<file path="config.mk">
export PLATFORM = sky130hd
export DESIGN_NAME = icap_unit
export DESIGN_NICKNAME = d
export VERILOG_FILES = /design/src/rtl/icap_pkg.sv /design/src/rtl/icap_event.sv /design/src/rtl/icap_fifo.sv /design/src/rtl/icap_irq.sv /design/src/rtl/icap_unit.sv
export SDC_FILE = /design/constraint.sdc
export NUM_CORES = 1
export LEC_CHECK = 0
export BUFFER_PORTS_ARGS = -buffer_cell sky130_fd_sc_hd__buf_4
export CORE_MARGIN = 4
export CORE_UTILIZATION = 65
export CTS_BUF_LIST = sky130_fd_sc_hd__clkbuf_4
export CTS_CLUSTER_DIAMETER = 40
export DETAILED_ROUTE_END_ITERATION = 8
export MAX_ROUTING_LAYER = met4
export PLACE_DENSITY = 0.93
export RECOVER_POWER = 50
export SKIP_CTS_REPAIR_TIMING = 1
export SYNTH_ARGS = -nofsm -noshare
export SYNTH_HDL_FRONTEND = slang
export SYNTH_SLANG_ARGS = --single-unit
</file>
<file path="constraint.sdc">
create_clock -name clk -period 5.4 [get_ports clk]
set_input_delay 0.27 -clock clk [delete_from_list [all_inputs] [get_ports clk]]
set_output_delay 0.27 -clock clk [all_outputs]
set_load 0.05 [all_outputs]
</file>
<file path="src/rtl/icap_pkg.sv">
package icap_pkg;
  typedef enum logic [2:0] {
    CM_OFF    = 3'd0,
    CM_FIRST  = 3'd1,
    CM_FALL   = 3'd2,
    CM_RISE   = 3'd3,
    CM_RISE4  = 3'd4,
    CM_RISE16 = 3'd5,
    CM_BOTH   = 3'd6,
    CM_NONE   = 3'd7
  } cap_mode_e;
endpackage

</file>
<file path="src/rtl/icap_event.sv">
module icap_event #(
  parameter int SYNC = 2,
  parameter int PS_W = 4
) (
  input  logic                 clk,
  input  logic                 rst_n,
  input  logic                 clr,
  input  logic                 en,
  input  icap_pkg::cap_mode_e  mode,
  input  logic                 first_rise,
  input  logic                 pin,
  output logic                 ev
);
  import icap_pkg::*;

  localparam logic [PS_W-1:0] LAST4  = PS_W'(3);
  localparam logic [PS_W-1:0] LAST16 = PS_W'(15);

  logic [SYNC-1:0] sync_q;
  logic            prev_q;
  logic            rise, fall;
  logic [PS_W-1:0] pcnt;
  logic            armed;
  logic            hit;
  logic            prescaled;

  generate
    if (SYNC == 1) begin : g_sync1
      always_ff @(posedge clk or negedge rst_n)
        if (!rst_n) sync_q <= '0;
        else        sync_q <= pin;
    end else begin : g_syncn
      always_ff @(posedge clk or negedge rst_n)
        if (!rst_n) sync_q <= '0;
        else        sync_q <= {sync_q[SYNC-2:0], pin};
    end
  endgenerate

  always_ff @(posedge clk or negedge rst_n)
    if (!rst_n) prev_q <= 1'b0;
    else        prev_q <= sync_q[SYNC-1];

  assign rise = sync_q[SYNC-1] & ~prev_q;
  assign fall = ~sync_q[SYNC-1] & prev_q;
  assign prescaled = (mode == CM_RISE4) || (mode == CM_RISE16);

  always_comb begin
    unique case (mode)
      CM_FALL:   hit = fall;
      CM_RISE:   hit = rise;
      CM_BOTH:   hit = rise | fall;
      CM_FIRST:  hit = armed ? (rise | fall) : (first_rise ? rise : fall);
      CM_RISE4:  hit = rise && (pcnt == LAST4);
      CM_RISE16: hit = rise && (pcnt == LAST16);
      default:   hit = 1'b0;
    endcase
  end

  assign ev = hit & en & ~clr;

  always_ff @(posedge clk or negedge rst_n) begin
    if (!rst_n) begin
      pcnt  <= '0;
      armed <= 1'b0;
    end else if (clr) begin
      pcnt  <= '0;
      armed <= 1'b0;
    end else begin
      if (en && prescaled && rise)
        pcnt <= hit ? '0 : pcnt + 1'b1;
      if (mode == CM_FIRST && ev)
        armed <= 1'b1;
    end
  end

  p_arm_on_event_r3: assert property (@(posedge clk) disable iff (!rst_n)
    $rose(armed) |-> $past(ev));
endmodule

</file>
<file path="src/rtl/icap_fifo.sv">
module icap_fifo #(
  parameter int DEPTH = 4,
  parameter int DW    = 32
) (
  input  logic          clk,
  input  logic          rst_n,
  input  logic          clr,
  input  logic          ovf_clr,
  input  logic          wr,
  input  logic [DW-1:0] wdata,
  input  logic          rd_ready,
  output logic          rd_valid,
  output logic [DW-1:0] rd_data,
  output logic          ovf,
  output logic          stored
);
  localparam int PW = (DEPTH > 1) ? $clog2(DEPTH) : 1;
  localparam int CW = $clog2(DEPTH + 1);
  localparam logic [CW-1:0] FULL_C = CW'(DEPTH);
  localparam logic [PW-1:0] LAST_P = PW'(DEPTH - 1);

  logic [DW-1:0] mem [DEPTH];
  logic [PW-1:0] wp, rp;
  logic [CW-1:0] count;
  logic [DW-1:0] last_q;
  logic          full, empty, push, pop;

  assign full   = (count == FULL_C);
  assign empty  = (count == '0);
  assign push   = wr & ~full & ~clr;
  assign pop    = rd_ready & ~empty & ~clr;
  assign stored = push;

  assign rd_valid = ~empty;
  assign rd_data  = empty ? last_q : mem[rp];

  always_ff @(posedge clk)
    if (push) mem[wp] <= wdata;

  always_ff @(posedge clk or negedge rst_n) begin
    if (!rst_n) begin
      wp <= '0; rp <= '0; count <= '0; ovf <= 1'b0; last_q <= '0;
    end else if (clr) begin
      wp <= '0; rp <= '0; count <= '0; ovf <= 1'b0;
    end else begin
      if (push) wp <= (wp == LAST_P) ? '0 : wp + 1'b1;
      if (pop) begin
        rp     <= (rp == LAST_P) ? '0 : rp + 1'b1;
        last_q <= mem[rp];
      end
      case ({push, pop})
        2'b10:   count <= count + 1'b1;
        2'b01:   count <= count - 1'b1;
        default: count <= count;
      endcase
      if (wr && full)   ovf <= 1'b1;
      else if (ovf_clr) ovf <= 1'b0;
    end
  end

  p_full_kept_r7: assert property (@(posedge clk) disable iff (!rst_n)
    (full && !rd_ready && !clr) |=> full);
  p_ovf_sticky_r7: assert property (@(posedge clk) disable iff (!rst_n)
    (ovf && !ovf_clr && !clr) |=> ovf);
  p_empty_read_r9: assert property (@(posedge clk) disable iff (!rst_n)
    (empty && !wr && !clr) |=> (!rd_valid && $stable(rd_data)));
  p_clear_r10: assert property (@(posedge clk) disable iff (!rst_n)
    clr |=> (!rd_valid && !ovf));
endmodule

</file>
<file path="src/rtl/icap_irq.sv">
module icap_irq #(
  parameter int TW = 2
) (
  input  logic          clk,
  input  logic          rst_n,
  input  logic          clr,
  input  logic          store,
  input  logic [TW-1:0] thr,
  output logic          irq
);
  logic [TW-1:0] cnt;

  always_ff @(posedge clk or negedge rst_n) begin
    if (!rst_n) begin
      cnt <= '0; irq <= 1'b0;
    end else if (clr) begin
      cnt <= '0; irq <= 1'b0;
    end else if (store) begin
      if (cnt == thr) begin
        cnt <= '0; irq <= 1'b1;
      end else begin
        cnt <= cnt + 1'b1; irq <= 1'b0;
      end
    end else begin
      irq <= 1'b0;
    end
  end

  p_irq_after_store_r8: assert property (@(posedge clk) disable iff (!rst_n)
    irq |-> $past(store));
endmodule

</file>
<file path="src/rtl/icap_unit.sv">
module icap_unit #(
  parameter int TMR_W = 16,
  parameter int DEPTH = 4,
  parameter int SYNC  = 2,
  parameter int THR_W = 2,
  localparam int DW   = 2 * TMR_W
) (
  input  logic             clk,
  input  logic             rst_n,
  input  logic             en,
  input  logic [2:0]       mode,
  input  logic             first_rise,
  input  logic             sel_b,
  input  logic             wide,
  input  logic [THR_W-1:0] irq_thr,
  input  logic [TMR_W-1:0] tmr_a,
  input  logic [TMR_W-1:0] tmr_b,
  input  logic             cap_pin,
  input  logic             ovf_clr,
  input  logic             rd_ready,
  output logic             rd_valid,
  output logic [DW-1:0]    rd_data,
  output logic             ovf,
  output logic             irq
);
  import icap_pkg::*;

  cap_mode_e   mode_e, mode_q;
  logic        clr, ev, stored;
  logic [DW-1:0] stamp;

  assign mode_e = cap_mode_e'(mode);

  always_ff @(posedge clk or negedge rst_n)
    if (!rst_n) mode_q <= CM_OFF;
    else        mode_q <= mode_e;

  assign clr   = ~en | (mode_e != mode_q);
  assign stamp = wide  ? {tmr_b, tmr_a}
               : sel_b ? {{TMR_W{1'b0}}, tmr_b}
               :         {{TMR_W{1'b0}}, tmr_a};

  icap_event #(.SYNC(SYNC), .PS_W(4)) u_event (
    .clk(clk), .rst_n(rst_n), .clr(clr), .en(en), .mode(mode_e),
    .first_rise(first_rise), .pin(cap_pin), .ev(ev)
  );

  icap_fifo #(.DEPTH(DEPTH), .DW(DW)) u_fifo (
    .clk(clk), .rst_n(rst_n), .clr(clr), .ovf_clr(ovf_clr), .wr(ev),
    .wdata(stamp), .rd_ready(rd_ready), .rd_valid(rd_valid),
    .rd_data(rd_data), .ovf(ovf), .stored(stored)
  );

  icap_irq #(.TW(THR_W)) u_irq (
    .clk(clk), .rst_n(rst_n), .clr(clr), .store(stored), .thr(irq_thr),
    .irq(irq)
  );

  p_disabled_quiet_r10: assert property (@(posedge clk) disable iff (!rst_n)
    !en |=> !irq);
endmodule

</file>
# == Word-level counts from Yosys, hierarchy flattened ==
# Memories as Yosys holds them, arrays and structs flattened.
# Cells that the tools add are included.
# op_classes
add_sub_neg,6
eq_ne,15
mux,30
bitwise_logic,16
n_reduce_logical,15
# op_table
cell,n
two-way mux 32 bit,2
two-way mux 2 bit,9
two-way mux 16 bit,1
"equality test 3 bit, second input constant",4
two-way mux 1 bit,12
two-way mux 4 bit,3
bitwise AND 1 bit,8
nonzero test 2 bit,4
"adder 2 x 1 -> 2 bit, second input constant",3
"equality test 2 bit, second input constant",3
"equality test 3 x 2 -> 1 bit, second input constant",2
logical AND 1 bit,6
NOT 1 bit,6
one-hot mux 1 bit (6 select lines),1
one-hot mux 3 bit (2 select lines),1
nonzero test 3 bit,2
"adder 4 x 1 -> 4 bit, second input constant",1
"equality test 4 x 2 -> 1 bit, second input constant",1
"equality test 4 bit, second input constant",1
"adder 3 x 1 -> 3 bit, second input constant",1
"equality test 3 x 1 -> 1 bit, second input constant",1
zero test 3 bit,1
two-way mux 3 bit,1
inequality test 3 bit,1
6 further kinds,7
# totals
reg_bits,54
mem_bits_rw,128
input_bits,46
output_inout_bits,35
n_memories,1
# memory_table
memory,words,width,rd,rd_clocked_by_memory_dff,write_ports,line_no,source
u_fifo.mem,4,32,1,0,1,icap_fifo.sv:22,logic [DW-1:0] mem [DEPTH];

# == Depth between registers and ports, before layout ==
# Gate-level depths: netlist (run 1).
# depth
depth_word,12
depth_mapped,11

# == By module ==
# From an unflattened synthesis (run 1), not the netlist that was laid out.
# hier_totals
hier_cells,511
hier_area_um2,7903.8
# by_module_without_submodules
mod,instances,cells_per_inst,area_per_inst_um2,seq_area_each_um2
icap_fifo,1,405,6787.8,4844.6
icap_unit,1,43,481.7,75.1
icap_event,1,48,478.0,200.2
icap_irq,1,15,156.4,75.1

# == Least setup slack after synthesis (run 1) ==
# OpenSTA, ideal clock, no wires.
# synth_timing
kind,reg2reg
startpoint,register u_event.prev_q
endpoint,memory u_fifo.mem[3][0] (enable)
setup_time_ns,0.392
arrival_ns,2.472
required_ns,5.008
slack_ns,2.536
stages_incl_launch_ff,8
n_path_buf,1
period_less_slack_ns,2.864
cell_sequence,dfrtp_1 -> inv_1 -> ha_1 -> o21ai_0 -> o211ai_1 -> a311oi_4 -> buf_4 -> and2_1
# synth_between
elab_chain_len,11
word_cells_on_any_way,15
classes_between,5 x mux; 8 x bitwise; 2 x reduce/logical
# synth_rtl
element,line_no,source
from (decl),icap_event.sv:20,logic prev_q;
from (signal assigned),icap_event.sv:41,else prev_q <= sync_q[SYNC-1];
NOT 1 bit,icap_event.sv:43,assign rise = sync_q[SYNC-1] & ~prev_q;
bitwise AND 1 bit,icap_event.sv:43,
two-way mux 1 bit or OR 1 bit (tied branches),"icap_event.sv:52, icap_event.sv:51",
two-way mux 1 bit,icap_event.sv:52,CM_FIRST: hit = armed ? (rise | fall) : (first_rise ? rise : fall);
one-hot mux 1 bit (6 select lines) (*),icap_event.sv:48,unique case (mode)
bitwise AND 1 bit (*) (2 in series),icap_event.sv:59,assign ev = hit & en & ~clr;
bitwise AND 1 bit (*) (2 in series),icap_fifo.sv:30,assign push = wr & ~full & ~clr;
two-way mux 1 bit (*),icap_fifo.sv:38,if (push) mem[wp] <= wdata;
two-way mux 1 bit (not written as such) (*),icap_fifo.sv:38,
to (decl),icap_fifo.sv:22,
# Mark *: on every way between the ends. The rest lies on a longest branch, timed or not.

# == Final worst setup path (run 1) ==
# layout_timing
startpoint,register u_fifo.count[0]
endpoint,"register u_fifo.last_q[15], read port of u_fifo.mem"
# layout_between
elab_chain_len,5
# layout_rtl
element,line_no,source
from (decl),icap_fifo.sv:24,logic [CW-1:0] count;
from (signal assigned),icap_fifo.sv:52,2'b10: count <= count + 1'b1;
from (signal assigned),icap_fifo.sv:53,2'b01: count <= count - 1'b1;
from (signal assigned),icap_fifo.sv:54,default: count <= count;
zero test 3 bit,icap_fifo.sv:29,assign empty = (count == '0);
NOT 1 bit,icap_fifo.sv:31,assign pop = rd_ready & ~empty & ~clr;
bitwise AND 1 bit (2 in series),icap_fifo.sv:31,
AND reduction 2 bit (no line),--,
to (decl),icap_fifo.sv:25,logic [DW-1:0] last_q;
# Every way passes these cells.
# A chain may end at the register's enable or synchronous reset.

==> results.cfg, run 1 <==
[outcome]
status = complete, but fails checks
violations = max-capacitance violations, max-slew violations

[place]
place_ws_ps = 2100
hpwlAfterDp_microns = 9490
routabilityCongestion = 0.791
place_inst = 637
placed_area_sq_um = 8430
io_buffers = 80

[synth]
yosysMostFrequentCell = edfxtp_1
synthTopCellsByCount = 128 x edfxtp_1, 84 x mux2_2, 54 x dfrtp_1
yosysWarnings = 0
syn_avg_cell_area_sq_um = 18.0
ys_ff_latch = 182
yosys.area.top_type_share_pct = 50.0
synth.distinct_cells = 37
ys_seq_area_share_pct = 67.6
synth_area_sq_um = 7690
yosys_most_used_dff = edfxtp_1
synth_nets = 483
yosysTopAreaCell = edfxtp_1
synth_edf_count = 128
async_flop_share_pct = 29.7
syn_inst = 428
netlist_top_cells_area = edfxtp_1 50%, dfrtp_1 18%, mux2_2 12%

[setup_path]
r2r_start = u_fifo.count[0]
worstPathRequired_ps = 5860
cp-endpoint = u_fifo.last_q[15]
regToRegEndpoint = u_fifo.last_q[15]
cp-end-kind = register
critPathLaunchType = register
cp_max_fo = 35
ff2ff_path_depth = 4
critPathKind = register to register
regToRegSetupSlack_ps = 1510
critPathLaunch = u_fifo.count[0]
cp.arrival_ps = 4350

[routing]
vias = 4173
postRouteAntennaNets = 0
drt-total-wl_microns = 15000
viasPerCell = 6.18
wire_per_inst_microns = 22.3
drt_first_pass_iters = 5
remaining_drc_errors = 0
drt-initial-drc-count = 358

[layout]
finalNonFillerCells = 675
postLayoutCellArea_sq_um = 8720
drive_above_1_share_pct = 39.7
post-route-util_pct = 75.8
num_antenna_cells = 0
syn_to_final_growth_pct = 13.5
nets = 574

[clock_tree]
clockRootBuffer = clkbuf_4
insertion_delay_ps = 570
path_clk_slew_ps = 130
cts_max_path_buffers = 2
clock-sinks = 182
h-tree-depth = 4
cts_made_buffers = 17
tritoncts = yes

[power]
leakagePower_nw = 3.36
p_total_mw = 2.31
power_density_nw_per_um2 = 265
ir_drop_v = 0.000164

[sta]
slew-limit-headroom_pct = -109
hold_slack_ps = 70.3
drv_slew = 91
fin_crit_ps = 3890
rsz0062_at_grt = false
hold_viol = 0
max_freq_mhz = 257
setup_viol_count_final = 0
fin_ws_ps = 1510
skew_ps = 13.1
tightest_slew_ps = 3130
fin_setup_tns_ps = 0
fin_crit_sh_pct = 72.1

[floorplan]
core_sq_um = 11500
die_h_microns = 117
dieArea_sq_um = 13600
num_rows = 39
die_w_microns = 117
start_util_pct = 66.8
pin_count = 81

[min_path]
min_path_type = input port to register

[grt]
grt_max_degree = 55
antenna_found_initial = 0
grt_usage_pct = 25.3
grt_pass1_vias = 4391
grt_first_pass_wirelength_microns = 24400
overflow = 0

[job]
drv_cap = 2
-- layout make-up --
| cell class | instances | area, sq um |
|---|---|---|
| Clock inverter | 12 | 111 |
| Clock buffer | 20 | 150 |
| Fill cell | 675 | 2790 |
| Timing Repair Buffer | 92 | 676 |
| Sequential cell | 182 | 5200 |
| Multi-Input combinational cell | 218 | 2380 |
| Inverter | 8 | 30.0 |
| Tap cell | 143 | 179 |
-- state kept, by name, summed over array words and instances (netlist names) --
signal          flops
mode_q              3
u_fifo.mem        128
u_event.pcnt        4
u_event.armed       1
u_fifo.count        3
u_fifo.last_q      32
u_event.sync_q      2
u_irq.irq           1
u_event.prev_q      1
u_irq.cnt           2
u_fifo.rp           2
u_fifo.wp           2
u_fifo.ovf          1
-- where the power goes --
part / internal [mW] / leakage (nW) / switching [mW] / total (mW)
clock network: 0.281 / 0.145 / 0.423 / 0.704
logic: 0.0416 / 1.31 / 0.0563 / 0.0979
registers: 1.51 / 1.90 / 0.00202 / 1.51
total: 1.83 / 3.36 / 0.481 / 2.31
-- how the worst min path moves through the flow --
| stage | depth (start not counted) | slack [ps] | endpoint | from |
|---|---|---|---|---|
| detailed placement | 0 | 340 | u_event.sync_q[1] | u_event.sync_q[0] |
| global route | 2 | 40 | u_fifo.mem[2][13] | tmr_a[13] |
| CTS | 1 | -250 | u_fifo.last_q[14] | rst_n |
| global placement | 0 | 330 | u_event.sync_q[1] | u_event.sync_q[0] |
| floorplan | 0 | -30 | mode_q[0] | rst_n |
| finish | 2 | 70 | u_fifo.mem[2][2] | tmr_a[2] |
-- cells in the final DEF, fill, tap and decap left out, types with 8 or more instances in the layout --
cell type and n:
edfxtp_1 128, dfrtp_1 53, nor2_1 12, and2_0 16, clkbuf_4 21, inv_1 8, nand2_1 8, ha_1 8
buf_4 77, mux2_2 68, mux2_1 17, clkbuf_1 8, a21oi_1 10, mux4_2 32
-- kinds of logic after synthesis --
kind of cell | share of synthesized area, %
xor+xnor | 0.684
simple gates | 4.26
compound gates | 1.77
buf+inv | 1.53
flops | 67.6
fa+ha+maj | 1.56
mux | 22.6
-- worst max-delay path, stage by stage (launching register included) --
cell     delay [ps]
dfrtp_1         440
or3_1          1310
nand2_1         570
nor2_4         1020
mux2_2          430
-- metal layers --
metal / share of wire, % / GRT usage, % / wire, microns
met1: 41 / 34.0 / 6150
met2: 52 / 39.7 / 7790
met3: 5.5 / 4.66 / 824
met4: 1.8 / 8.94 / 277
met5: 0 / - / 0
No activity file was read; power rests on OpenSTA's default activity.
==> inputs of run 2 (changes only) <==
Settings changed: CORE_UTILIZATION 65 to 61, PLACE_DENSITY 0.93 to 0.88.
Clock period 5.4 ns to 3.8 ns, I/O delays scaled along.
==> run 2 against run 1 <==
The run still ends with max-capacitance violations, max-slew violations left. Clock power up 25%. Hold slack better by 6.1 ps. Die area up 6.1%. Sequential share of layout area down 2.6 points. Highest routed layer unchanged. Routed wire length up 4.2%. Critical path type is now input port to register. Largest cell class unchanged. Register-to-register slack worse by 970 ps. Clock skew up 6.4 ps.
==> results.cfg, run 2 (synthesized netlist as in run 1, its figures left out) <==
[outcome]
status = complete, but fails checks
violations = max-capacitance violations, max-slew violations

[layout]
drive_above_1_share_pct = 38.2
num_antenna_cells = 0
n_fill_cell = 724
syn_to_final_growth_pct = 18.8
register_area_sq_um = 5200
finalNonFillerCells = 746
nets = 620
largest_reg_flops = 128
reg_top3 = u_fifo.mem x128, u_fifo.last_q x32, u_event.pcnt x4
final_common_cell = edfxtp_1
multi_input_area_sq_um = 2380
mostFrequentLayoutCells = 128 x edfxtp_1, 81 x mux2_2, 71 x buf_4
largest_register = u_fifo.mem

[floorplan]
dieArea_sq_um = 14500
num_rows = 40
die_w_microns = 120
pin_count = 81
start_util_pct = 63.2
core_sq_um = 12200
die_h_microns = 120

[place]
place_inst = 666
hpwlAfterDp_microns = 9510
io_buffers = 80
routabilityCongestion = 0.802

[clock_tree]
path_clk_slew_ps = 130
insertion_delay_ps = 550
h-tree-depth = 4
cts_max_path_buffers = 2
cts_made_buffers = 17
clock-sinks = 182
tritoncts = yes
clockRootBuffer = clkbuf_4

[sta]
hold_viol = 0
max_freq_mhz = 300
skew_ps = 19.4
fin_crit_sh_pct = 87.6
rsz0062_at_grt = false
setup_viol_count_final = 0
fin_setup_tns_ps = 0
drv_slew = 17
fin_crit_ps = 3330
tightest_slew_ps = 1580
slew-limit-headroom_pct = -5.86

[routing]
drt-initial-drc-count = 389
drt_first_pass_iters = 4
postRouteAntennaNets = 0
wire_per_inst_microns = 21.0
viasPerCell = 5.79
drt-total-wl_microns = 15700
remaining_drc_errors = 0
vias = 4320

[setup_path]
regToRegSetupSlack_ps = 540
cp-end-kind = register
critPathLaunchType = input port
critPathKind = input port to register
cp_common_cell = clkbuf_1
r2r_start = mode_q[2]
cp.arrival_ps = 3760
cpPeakStageDelay_ps = 1300
slowest_stage = nor2_1
worstPathRequired_ps = 4230
regToRegEndpoint = u_fifo.last_q[19]
cp_max_fo = 20
critical_path.cell_chain = dlygate4sd3_1, clkbuf_1, xnor2_1, nand4_1, clkbuf_1, nor2_1, buf_4, mux2_2
ff2ff_path_depth = 6

[power]
leakagePower_nw = 3.51
ir_drop_v = 0.000235
power_density_nw_per_um2 = 350

[job]
drv_cap = 1

[min_path]
min_path_type = input port to register
min_to = u_fifo.count[0]
min_path_cells = 3
worstHoldStart = rd_ready

[grt]
overflow = 0
grt_pass1_vias = 4499
antenna_found_initial = 0
grt_usage_pct = 22.4
grt_first_pass_wirelength_microns = 23700
grt_max_degree = 55
run 2: worst max-delay path, delay by kind of cell:
family,cells,cell delay [ps]
buffers and inverters,4,1620
AND/OR/NAND/NOR,2,1400
XOR/XNOR,1,160
multiplexers,1,380
run 2: power by group:
group	switching, mW	internal (mW)
logic	0.0885	0.0909
registers	0.00282	2.14
clock network	0.600	0.277
total	0.691	2.51
run 2: per-stage QoR:
| step | setup WS, ps | cell area, sq um | total power [mW] | utilization [%] | hold slack (ps) |
|---|---|---|---|---|---|
| after floorplan | 936 | 7690 | 2.25 | - | -106 |
| after global placement | 1010 | 8500 | 2.32 | 69.9 | 284 |
| after detailed placement | 887 | 8500 | 2.33 | 69.9 | 298 |
| after CTS | 732 | 8710 | 3.18 | 71.6 | -339 |
| after global routing | 341 | 9130 | 3.34 | 75.1 | 54.1 |
| final | 470 | 9130 | 3.20 | 75.1 | 76.5 |
run 2: worst max path at each step:
stage | to | cells after the start | startpoint | slack, ps
floorplan | u_fifo.mem[3][0] | 7 | u_event.prev_q | 940
global placement | u_fifo.count[2] | 10 | u_event.prev_q | 1010
detailed placement | u_fifo.count[2] | 10 | u_event.prev_q | 890
CTS | rd_data[21] | 4 | u_fifo.rp[0] | 730
global route | u_fifo.last_q[19] | 8 | mode[0] | 340
finish | u_fifo.last_q[19] | 8 | mode[0] | 470
run 2: area by class of cell:
| cell class | count | share of cell area, % |
|---|---|---|
| flip-flops and latches | 182 | 56.9 |
| multi-input cells | 218 | 26.0 |
| repair buffers | 138 | 12.0 |
| well taps | 168 | 2.30 |
| clock buffers | 21 | 1.73 |
| clock inverters | 11 | 0.658 |
| inverters | 8 | 0.329 |
run 2: per-layer routing:
| metal | routed length [microns] | vias up | track usage, % |
|---|---|---|---|
| li1 | - | 1935 | - |
| met1 | 6180 | 2210 | 28.4 |
| met2 | 8430 | 153 | 36.0 |
| met3 | 834 | 22 | 5.19 |
| met4 | 230 | 0 | 8.57 |
| met5 | 0 | - | - |
==> inputs of run 3 (changes only) <==
--- a/config.mk
+++ b/config.mk
@@ -15,4 +15,5 @@
 export PLACE_DENSITY = 0.88
 export RECOVER_POWER = 50
+export SETUP_SLACK_MARGIN = 0.5
 export SKIP_CTS_REPAIR_TIMING = 1
 export SYNTH_ARGS = -nofsm -noshare
==> constraint.sdc (replaced) <==
create_clock -name clk -period 3.8 [get_ports clk]
set_input_delay 0.76 -clock clk [delete_from_list [all_inputs] [get_ports clk]]
set_output_delay 0.76 -clock clk [all_outputs]
set_load 0.05 [all_outputs]
==> run 3 against run 2 <==
The flow now finishes without violations. Clock skew is 1.6 ps lower. Die area stayed put. Sequential cell count unchanged. Register-to-register slack gained 220 ps. Sequential power about the same. Worst setup slack gained 240 ps. Critical path depth decreased by 4. First-iteration DRC count fell by 33%. Sequential share of layout area up 2.4 points. Via count fell by 4.2%. Global-route usage down 0.57 points. Fmax increased by 7.7%.
==> results.cfg, run 3 (synthesized netlist as in run 1, its figures left out) <==
[outcome]
status = complete, no violations

[layout]
num_antenna_cells = 0
nets = 577
largest_reg_flops = 128
largest_register = u_fifo.mem
mostFrequentLayoutCells = 128 x edfxtp_1, 84 x buf_4, 68 x mux2_2
postLayoutCellArea_sq_um = 8760
final_common_cell = edfxtp_1
register_area_sq_um = 5200
drive_above_1_share_pct = 41.7
multi_input_area_sq_um = 2390
syn_to_final_growth_pct = 14.0
n_fill_cell = 743
reg_top3 = u_fifo.mem x128, u_fifo.last_q x32, u_event.pcnt x4
post-route-util_pct = 72.0

[setup_path]
cp-endpoint = rd_data[2]
regToRegEndpoint = u_fifo.mem[3][25]
worstPathRequired_ps = 3040
cp_num_buf_inv = 2
critPathLaunchType = register
regToRegSetupSlack_ps = 760
cpPeakStageDelay_ps = 580
cp_max_fo = 26
critPathLaunch = u_fifo.count[1]
critical_path.cell_chain = or3_4, buf_4, mux2_2, buf_4
cp.arrival_ps = 2330
cp_common_cell = buf_4
path_delay_family = simple AND/OR/NAND/NOR gates
r2r_start = u_event.sync_q[1]
path_depth = 4
critPathKind = register to output pin
cp-end-kind = output pin
slowest_stage = or3_4
ff2ff_path_depth = 7

[routing]
met3_length_microns = 742
remaining_drc_errors = 0
postRouteAntennaNets = 0
wire_per_inst_microns = 20.4
drt-total-wl_microns = 14300
drt_first_pass_iters = 4
viasPerCell = 5.89
vias = 4140
wl_met1_microns = 5930
top_layer = met4
wl_met2_microns = 7470
drt-initial-drc-count = 260

[job]
drv_cap = 0

[floorplan]
die_w_microns = 120
start_util_pct = 63.2
pin_count = 81
die_h_microns = 120
core_sq_um = 12200
dieArea_sq_um = 14500
num_rows = 40

[place]
routabilityCongestion = 0.778
hpwlAfterDp_microns = 9280
placed_area_sq_um = 8530
io_buffers = 80

[sta]
hold_slack_ps = 258
fin_crit_sh_pct = 81.3
tightest_slew_ps = 942
skew_ps = 17.8
setup_viol_count_final = 0
rsz0062_at_grt = false
drv_slew = 0
max_freq_mhz = 324
hold_viol = 0
slew-limit-headroom_pct = 37.2
fin_setup_tns_ps = 0
fin_crit_ps = 3090

[clock_tree]
cts_made_buffers = 17
path_clk_slew_ps = 130
tritoncts = yes
clockRootBuffer = clkbuf_4
cts_max_path_buffers = 2
h-tree-depth = 4
insertion_delay_ps = 550
clock-sinks = 182

[power]
pwr-share-clk_pct = 27.8
leakagePower_nw = 3.37
p_int_mw = 2.47
ir_drop_v = 0.000305
power_density_nw_per_um2 = 359
seqPwrFrac_pct = 68.0
swShare_pct = 21.5
power_frac_comb_pct = 4.2
p_sw_mw = 0.675

[grt]
grt_usage_pct = 21.9
grt_first_pass_wirelength_microns = 23100
grt_pass1_vias = 4348
overflow = 0
antenna_found_initial = 0
grt_max_degree = 55

[min_path]
min_path_type = input port to asynchronous set/reset pin
[run 3: metrics by stage]
step,instances,power [mW],setup WS (ps)
5_1_grt,703,3.29,574
2_1_floorplan,428,2.25,684
4_1_cts,699,3.19,342
3_5_place_dp,667,2.32,860
6_report,703,3.15,709
3_3_place_gp,667,2.32,905
[run 3: worst register-to-register path, delay by kind of cell, from the launching register on]
kind | cells | cell delay (ps)
adders and majority gates | 1 | 300
AOI/OAI and AO/OA | 3 | 690
DFF | 1 | 430
buffers and inverters | 2 | 1000
and+or+nand+nor | 1 | 230
[run 3: area by class of cell]
class / count / area share (%)
clock buffer: 21 / 1.80
clock inverter: 11 / 0.700
inverter: 8 / 0.343
multi-input combinational: 218 / 27.2
sequential: 182 / 59.3
tap: 168 / 2.40
timing repair buffer: 95 / 8.17
[run 3: power groups by stage]
stage          clock network [mW]  logic, mW  registers (mW)
6_report                    0.875      0.132            2.14
5_1_grt                     0.999      0.146            2.14
4_1_cts                     0.906      0.140            2.14
3_5_place_dp                    0      0.139            2.18
3_3_place_gp                    0      0.133            2.18
2_1_floorplan                   0     0.0625            2.18
[run 3: how the worst min path moves through the flow]
stage / startpoint / endpoint / cells past startpoint
6_report: rst_n / u_fifo.last_q[29] / 1
5_1_grt: rst_n / u_fifo.last_q[18] / 1
4_1_cts: rst_n / u_fifo.last_q[18] / 1
3_5_place_dp: u_event.sync_q[0] / u_event.sync_q[1] / 0
3_3_place_gp: u_event.sync_q[0] / u_event.sync_q[1] / 0
2_1_floorplan: u_event.sync_q[0] / u_event.sync_q[1] / 0
[run 3: layer usage]
layer	GRT usage, %	up-vias
met5	-	-
met3	4.77	16
met1	27.9	2157
li1	-	1843
met2	35.3	124
met4	7.79	0
